===== config.mk =====
export PLATFORM = sky130hd
export DESIGN_NAME = triaxis_fifo
export DESIGN_NICKNAME = d
export VERILOG_FILES = /design/src/rtl/tfifo_pkg.sv /design/src/rtl/tfifo_mem.sv /design/src/rtl/tfifo_ctrl.sv /design/src/rtl/triaxis_fifo.sv
export SDC_FILE = /design/constraint.sdc
export NUM_CORES = 1
export LEC_CHECK = 0
export ABC_AREA = 1
export BUFFER_PORTS_ARGS = -buffer_cell sky130_fd_sc_hd__buf_4
export CORE_MARGIN = 5
export CORE_UTILIZATION = 45
export CTS_CLUSTER_DIAMETER = 80
export DETAILED_ROUTE_END_ITERATION = 10
export GPL_ROUTABILITY_DRIVEN = 0
export PLACE_DENSITY_LB_ADDON = 0.05
export SLEW_MARGIN = 20
export SYNTH_ARGS = -nofsm -noshare
export SYNTH_HDL_FRONTEND = slang
export SYNTH_HIERARCHICAL = 1
export SYNTH_SLANG_ARGS = --single-unit

===== constraint.sdc =====
create_clock -name clk -period 2.98 [get_ports clk]
set_input_delay 0.447 -clock clk [delete_from_list [all_inputs] [get_ports clk]]
set_output_delay 0.447 -clock clk [all_outputs]
set_load 0.02 [all_outputs]

===== src/rtl/tfifo_pkg.sv =====
package tfifo_pkg;
  typedef enum logic [1:0] {
    MODE_BYPASS = 2'b00,
    MODE_HALT   = 2'b01,
    MODE_RING   = 2'b10,
    MODE_TRIG   = 2'b11
  } fifo_mode_e;
endpackage


===== src/rtl/tfifo_mem.sv =====
module tfifo_mem #(
  parameter int WIDTH = 30,
  parameter int DEPTH = 32,
  localparam int AW = $clog2(DEPTH)
) (
  input  logic             clk,
  input  logic             we,
  input  logic [AW-1:0]    waddr,
  input  logic [WIDTH-1:0] wdata,
  input  logic [AW-1:0]    raddr,
  output logic [WIDTH-1:0] rdata
);
  logic [WIDTH-1:0] cells [DEPTH];

  always_ff @(posedge clk) begin
    if (we) cells[waddr] <= wdata;
  end

  assign rdata = cells[raddr];
endmodule


===== src/rtl/tfifo_ctrl.sv =====
module tfifo_ctrl
  import tfifo_pkg::*;
#(
  parameter int DEPTH = 32,
  localparam int AW = $clog2(DEPTH),
  localparam int CW = $clog2(DEPTH + 1)
) (
  input  logic          clk,
  input  logic          rst_n,
  input  logic [1:0]    mode_i,
  input  logic          trig_i,
  input  logic          push_req,
  input  logic          pop_req,
  output logic          accept,
  output logic          avail,
  output logic          wr_en,
  output logic [AW-1:0] wr_addr,
  output logic [AW-1:0] rd_addr,
  output logic [CW-1:0] count_o,
  output logic          full_o,
  output logic          empty_o,
  output logic          overrun_o
);
  fifo_mode_e    mode_q;
  logic [AW-1:0] rd_ptr, wr_ptr;
  logic [CW-1:0] cnt;
  logic          trig_q, halt_q, ovr_q;

  logic mode_chg, active, pop, push_try, fifo_like, is_full, drop, ovw;

  function automatic logic [AW-1:0] bump(input logic [AW-1:0] p);
    return (p == AW'(DEPTH - 1)) ? '0 : p + AW'(1);
  endfunction

  always_comb begin
    mode_chg  = (mode_i != mode_q);
    active    = !mode_chg && (mode_q != MODE_BYPASS);
    is_full   = (cnt == CW'(DEPTH));
    pop       = active && pop_req && (cnt != '0);
    push_try  = active && push_req;
    fifo_like = (mode_q == MODE_HALT) || ((mode_q == MODE_TRIG) && trig_q);
    drop      = push_try && fifo_like && (halt_q || is_full);
    ovw       = push_try && !fifo_like && is_full && !pop;
    wr_en     = push_try && !drop;
  end

  always_ff @(posedge clk or negedge rst_n) begin
    if (!rst_n) begin
      mode_q <= MODE_BYPASS;
      rd_ptr <= '0;
      wr_ptr <= '0;
      cnt    <= '0;
      trig_q <= 1'b0;
      halt_q <= 1'b0;
      ovr_q  <= 1'b0;
    end else if (mode_chg) begin
      mode_q <= fifo_mode_e'(mode_i);
      rd_ptr <= '0;
      wr_ptr <= '0;
      cnt    <= '0;
      trig_q <= 1'b0;
      halt_q <= 1'b0;
      ovr_q  <= 1'b0;
    end else begin
      if (pop || ovw) rd_ptr <= bump(rd_ptr);
      if (wr_en)      wr_ptr <= bump(wr_ptr);
      if (wr_en && !pop && !ovw)   cnt <= cnt + CW'(1);
      else if (pop && !wr_en)      cnt <= cnt - CW'(1);
      if (pop)                ovr_q <= 1'b0;
      else if (drop || ovw)   ovr_q <= 1'b1;
      if (fifo_like && is_full) halt_q <= 1'b1;
      if ((mode_q == MODE_TRIG) && trig_i) trig_q <= 1'b1;
    end
  end

  assign accept    = !mode_chg;
  assign avail     = active && (cnt != '0);
  assign wr_addr   = wr_ptr;
  assign rd_addr   = rd_ptr;
  assign count_o   = cnt;
  assign full_o    = is_full;
  assign empty_o   = (cnt == '0);
  assign overrun_o = ovr_q;

  assert_count_range_R4: assert property (@(posedge clk) disable iff (!rst_n)
    cnt <= CW'(DEPTH));

  assert_bypass_empty_R2: assert property (@(posedge clk) disable iff (!rst_n)
    (mode_q == MODE_BYPASS) |-> (cnt == '0));

  assert_halt_hold_R5: assert property (@(posedge clk) disable iff (!rst_n)
    (halt_q && !mode_chg && !pop) |=> $stable(cnt));

  assert_ring_overwrite_R6: assert property (@(posedge clk) disable iff (!rst_n)
    ovw |=> (cnt == CW'(DEPTH)) && ovr_q);

  assert_dual_full_R7: assert property (@(posedge clk) disable iff (!rst_n)
    (!mode_chg && (mode_q == MODE_RING) && is_full && push_try && pop)
      |=> (cnt == CW'(DEPTH)));

  assert_pop_clears_R10: assert property (@(posedge clk) disable iff (!rst_n)
    pop |=> !ovr_q);

  assert_mode_reset_R11: assert property (@(posedge clk) disable iff (!rst_n)
    mode_chg |=> (cnt == '0) && !trig_q && !halt_q && !ovr_q);
endmodule


===== src/rtl/triaxis_fifo.sv =====
module triaxis_fifo #(
  parameter int DEPTH = 32,
  parameter int SW    = 10,
  localparam int AW   = $clog2(DEPTH),
  localparam int CW   = $clog2(DEPTH + 1),
  localparam int EW   = 3 * SW
) (
  input  logic          clk,
  input  logic          rst_n,
  input  logic [1:0]    mode_sel,
  input  logic          trig,
  input  logic [AW-1:0] wm_level,
  input  logic          wm_en,
  input  logic          in_valid,
  output logic          in_ready,
  input  logic [SW-1:0] in_x,
  input  logic [SW-1:0] in_y,
  input  logic [SW-1:0] in_z,
  output logic          out_valid,
  input  logic          out_ready,
  output logic [SW-1:0] out_x,
  output logic [SW-1:0] out_y,
  output logic [SW-1:0] out_z,
  output logic [SW-1:0] hold_x,
  output logic [SW-1:0] hold_y,
  output logic [SW-1:0] hold_z,
  output logic [CW-1:0] count,
  output logic          empty,
  output logic          full,
  output logic          overrun,
  output logic          watermark
);
  logic [2:0][SW-1:0] in_axes, out_axes, hold_axes;
  logic               we;
  logic [AW-1:0]      waddr, raddr;
  logic [EW-1:0]      rdata;

  assign in_axes = {in_z, in_y, in_x};

  tfifo_ctrl #(.DEPTH(DEPTH)) u_ctrl (
    .clk       (clk),
    .rst_n     (rst_n),
    .mode_i    (mode_sel),
    .trig_i    (trig),
    .push_req  (in_valid),
    .pop_req   (out_ready),
    .accept    (in_ready),
    .avail     (out_valid),
    .wr_en     (we),
    .wr_addr   (waddr),
    .rd_addr   (raddr),
    .count_o   (count),
    .full_o    (full),
    .empty_o   (empty),
    .overrun_o (overrun)
  );

  tfifo_mem #(.WIDTH(EW), .DEPTH(DEPTH)) u_mem (
    .clk   (clk),
    .we    (we),
    .waddr (waddr),
    .wdata (in_axes),
    .raddr (raddr),
    .rdata (rdata)
  );

  assign out_axes = rdata;

  for (genvar a = 0; a < 3; a++) begin : g_hold
    always_ff @(posedge clk or negedge rst_n) begin
      if (!rst_n)                   hold_axes[a] <= '0;
      else if (in_valid && in_ready) hold_axes[a] <= in_axes[a];
    end
  end

  assign out_x  = out_axes[0];
  assign out_y  = out_axes[1];
  assign out_z  = out_axes[2];
  assign hold_x = hold_axes[0];
  assign hold_y = hold_axes[1];
  assign hold_z = hold_axes[2];

  assign watermark = wm_en && (count >= CW'(wm_level));

  assert_hold_follow_R2: assert property (@(posedge clk) disable iff (!rst_n)
    (in_valid && in_ready) |=> (hold_x == $past(in_x)) && (hold_z == $past(in_z)));

  assert_pop_needs_data_R12: assert property (@(posedge clk) disable iff (!rst_n)
    out_valid |-> !empty && in_ready);
endmodule


==> results_dict.tcl <==
set metrics [dict create \
    nets 3828 \
    cts_tree "yes" \
    antenna_found_initial 4 \
    reg2reg_slack_ns 0.36 \
    min_from "trig" \
    routed_wl_um 132000 \
    vias 28793 \
    hold_path_class "in2reg" \
    fin_ws_ns -0.0666 \
    max_clock_freq_ghz 0.328 \
    postSynthCellCount 3544 \
    synth_area_leaders "edfxtp_1 69%, nand2_1 13%, nand3_1 9.0%" \
    slew_viol_final 0 \
    grt_pass1_vias 27175 \
    min_to "u_ctrl/trig_q$_DFFE_PN0P_" \
    drt_iter0_markers 3001 \
    crit_type "reg2out" \
    required_ns 2.53 \
    reg2reg_from "u_ctrl/count_o[1]$_DFFE_PN0P_" \
    ys_seq_area_share_pct 72.5 \
    die_w_um 314 \
    r2r_cells 13 \
    max_cap_violations 0 \
    max_stage_delay_ns 0.51 \
    htree_levels 3 \
    slew_headroom_pct 51.1 \
    finClkSkew_ns 0.0246 \
    p_leak_nw 19.1 \
    combPwrFrac_pct 30.4 \
    port_buffers 114 \
    overflow 0 \
    clock_path_buffers 3 \
    tightest_slew_ns 0.733 \
    die_h_um 314 \
    finalHoldViolCount 0 \
    synth-seq-cells 1011 \
    grt_pass1_wl_um 184000 \
    rsz0062_at_grt "yes" \
    final_common_cell "nand2_1" \
    cts-buffers-inserted 105 \
    cts_num_sinks 1011 \
    power_switching_mw 13.0 \
    p_seq_share_pct 38.2 \
    post-route-min-period_ns 3.05 \
    crit_path_cell_trace "buf_6 -> buf_12 -> buf_12 -> clkbuf_16 -> nand2_2 -> nand3_1 -> nand3_1 -> nand2_1 -> nand2_1 -> nand2_2 -> nand2_2 -> nand2_2 -> buf_6" \
    netSwitchingFraction_pct 31.3 \
    syn_area_mm2 0.0415 \
    synth_top_area_share_pct 69.4 \
    ioPinCount 115 \
    cp_max_fo 8 \
    num-fill-cells 7653 \
    area_growth_pct 22.5 \
    yosys.cell_types.count 40 \
    drc 0 \
    synth_top_cell_by_area "edfxtp_1" \
    rows 111 \
    cp.arrival_ns 2.60 \
    pwr-share-clk_pct 31.4 \
    ys_warn_count 6 \
    dieArea_mm2 0.0984 \
    syn_avg_cell_area_um2 11.7 \
    place.detailed.hpwl_um 65300 \
    initial_core_util_pct 45.3 \
    drive_above_1_share_pct 19.3 \
    status "finished with violations" \
    grt_max_degree 107 \
    finalSetupTns_ns -0.632 \
    root_buffer "clkbuf_16" \
    p_int_mw 28.5 \
    worstSetupEndpointType "primary output" \
    r2r_end "u_ctrl/count_o[5]$_DFFE_PN0P_" \
    syn-num-nets 3601 \
    drt-pass1-iter-count 5 \
    startpoint_type "flip-flop" \
    hold_depth 3 \
    hold_ws_ns 0.0849 \
    wl_per_cell_um 26.1 \
    final-setup-viol-count 20 \
    final_cell_mix "1,284 x nand2_1, 960 x edfxtp_1, 695 x nand3_1" \
    ir_worst_vdd_uv 439 \
    core_area_mm2 0.0917 \
    crit_slowest_cell "dfrtp_4" \
    grt_usage_pct 25.1 \
    vias_per_cell 5.71 \
    critPathMostFrequentCell "nand2_2" \
    finalPower_mw 41.4 \
    violations "negative setup slack" \
    p_per_area_mw_per_mm2 815 \
    clk_pin_slew_ns 0.06 \
    clock_latency_ns 0.68 \
    min_period_over_period_pct 102 \
    ant_nets 0 \
]
-- worst max-delay path: cells and delay by family (launching register included) --
kind / cells / cell delay [ns]
buf+inv: 5 / 0.74
simple gates: 8 / 0.67
flops: 1 / 0.51
-- synthesized netlist by cell type (all sizes together) --
| library cell | instances |
|---|---|
| nand2 | 1399 |
| edfxtp | 960 |
| nand3 | 749 |
| buf | 170 |
| dfrtp | 51 |
| nor2 | 44 |
| inv | 41 |
| clkbuf | 40 |
| mux2 | 30 |
| ha | 13 |
| a21oi | 12 |
| o21ai | 11 |
| nand4 | 5 |
| or2 | 4 |
| xor2 | 3 |
| clkinv | 2 |
| nor3 | 2 |
| xnor2 | 2 |
| a31oi | 1 |
| fa | 1 |
| nand3b | 1 |
| o21bai | 1 |
| o22ai | 1 |
| o32ai | 1 |
-- power groups by stage --
stage	registers [mW]	clock network (mW)	logic (mW)
6_report	15.8	13.0	12.6
5_1_grt	15.8	13.8	13.6
4_1_cts	15.8	13.2	9.91
3_5_place_dp	16.1	0	8.63
3_3_place_gp	16.1	0	8.54
2_1_floorplan	16.2	0	5.77
-- logic make-up (layout without fill, tap and decap cells) --
family,count (synthesis),count (layout),share of synthesized area [%]
DFF,1011,1011,72.5
muxes,30,30,1.09
and+or+nand+nor,2204,2204,22.5
AOI/OAI and AO/OA,27,27,0.356
other,0,3,0
xor gates and xnor gates,5,5,0.106
adders and majority gates,14,14,0.440
buffers and inverters,253,566,3.03
-- layout make-up --
cell class | count | area (µm²) | area share (%)
Sequential cell | 1011 | 30100 | 59.2
Multi-Input combinational cell | 2280 | 11000 | 21.6
Timing Repair Buffer | 327 | 4610 | 9.06
Clock buffer | 131 | 2830 | 5.56
Tap cell | 1186 | 1480 | 2.92
Clock inverter | 62 | 586 | 1.15
Inverter | 43 | 208 | 0.408
Timing Repair inverter | 3 | 28.8 | 0.0566
Antenna cell | 3 | 7.51 | 0.0148
-- what timing repair did --
item                       CTS  global route
resized for setup           50           233
hold endpoints to repair    53             0
setup endpoints to repair   30            30
pin swaps                    3            88
gates cloned                16            48
hold buffers                 3             0
setup buffers               20            16
-- worst max-delay path by stage --
stage,from,endpoint
floorplan,u_ctrl/count_o[5]$_DFFE_PN0P_,u_mem/cells[31][0]$_DFFE_PP_
global placement,mode_sel[1],u_ctrl/count_o[5]$_DFFE_PN0P_
detailed placement,mode_sel[1],u_ctrl/count_o[5]$_DFFE_PN0P_
CTS,u_ctrl/rd_addr[0]$_DFFE_PN0P_,out_z[8]
global route,u_ctrl/rd_addr[0]$_DFFE_PN0P_,out_y[2]
finish,u_ctrl/rd_addr[0]$_DFFE_PN0P_,out_z[8]
-- flip-flops by register name, indices dropped and copies added (netlist names) --
signal,flops
u_mem/cells,960
hold_x,10
hold_y,10
hold_z,10
u_ctrl/count_o,6
u_ctrl/rd_addr,5
u_ctrl/wr_addr,5
u_ctrl/mode_q,2
u_ctrl/halt_q,1
u_ctrl/overrun_o,1
u_ctrl/trig_q,1
-- layer usage --
metal | wire length (µm) | track usage (%) | part of all wire, % | up-vias
li1 | - | - | - | 12829
met1 | 58200 | 37.2 | 44 | 14581
met2 | 61400 | 40.0 | 47 | 1216
met3 | 9900 | 3.12 | 7.5 | 167
met4 | 2430 | 5.79 | 1.8 | 0
met5 | 0 | 0 | 0 | -
-- through the flow --
| step | cells | util, % | setup WS, ns | instance area [µm²] |
|---|---|---|---|---|
| 4_1_cts | 4983 | 53.4 | -0.132 | 49000 |
| 3_3_place_gp | 4751 | 48.7 | 0.397 | 44700 |
| 6_report | 5046 | 55.5 | -0.0666 | 50800 |
| 2_1_floorplan | 3544 | - | -0.0552 | 41500 |
| 3_5_place_dp | 4751 | 48.7 | 0.397 | 44700 |
| 5_1_grt | 5043 | 55.5 | -0.144 | 50800 |
(Power assumes the default switching activity.)
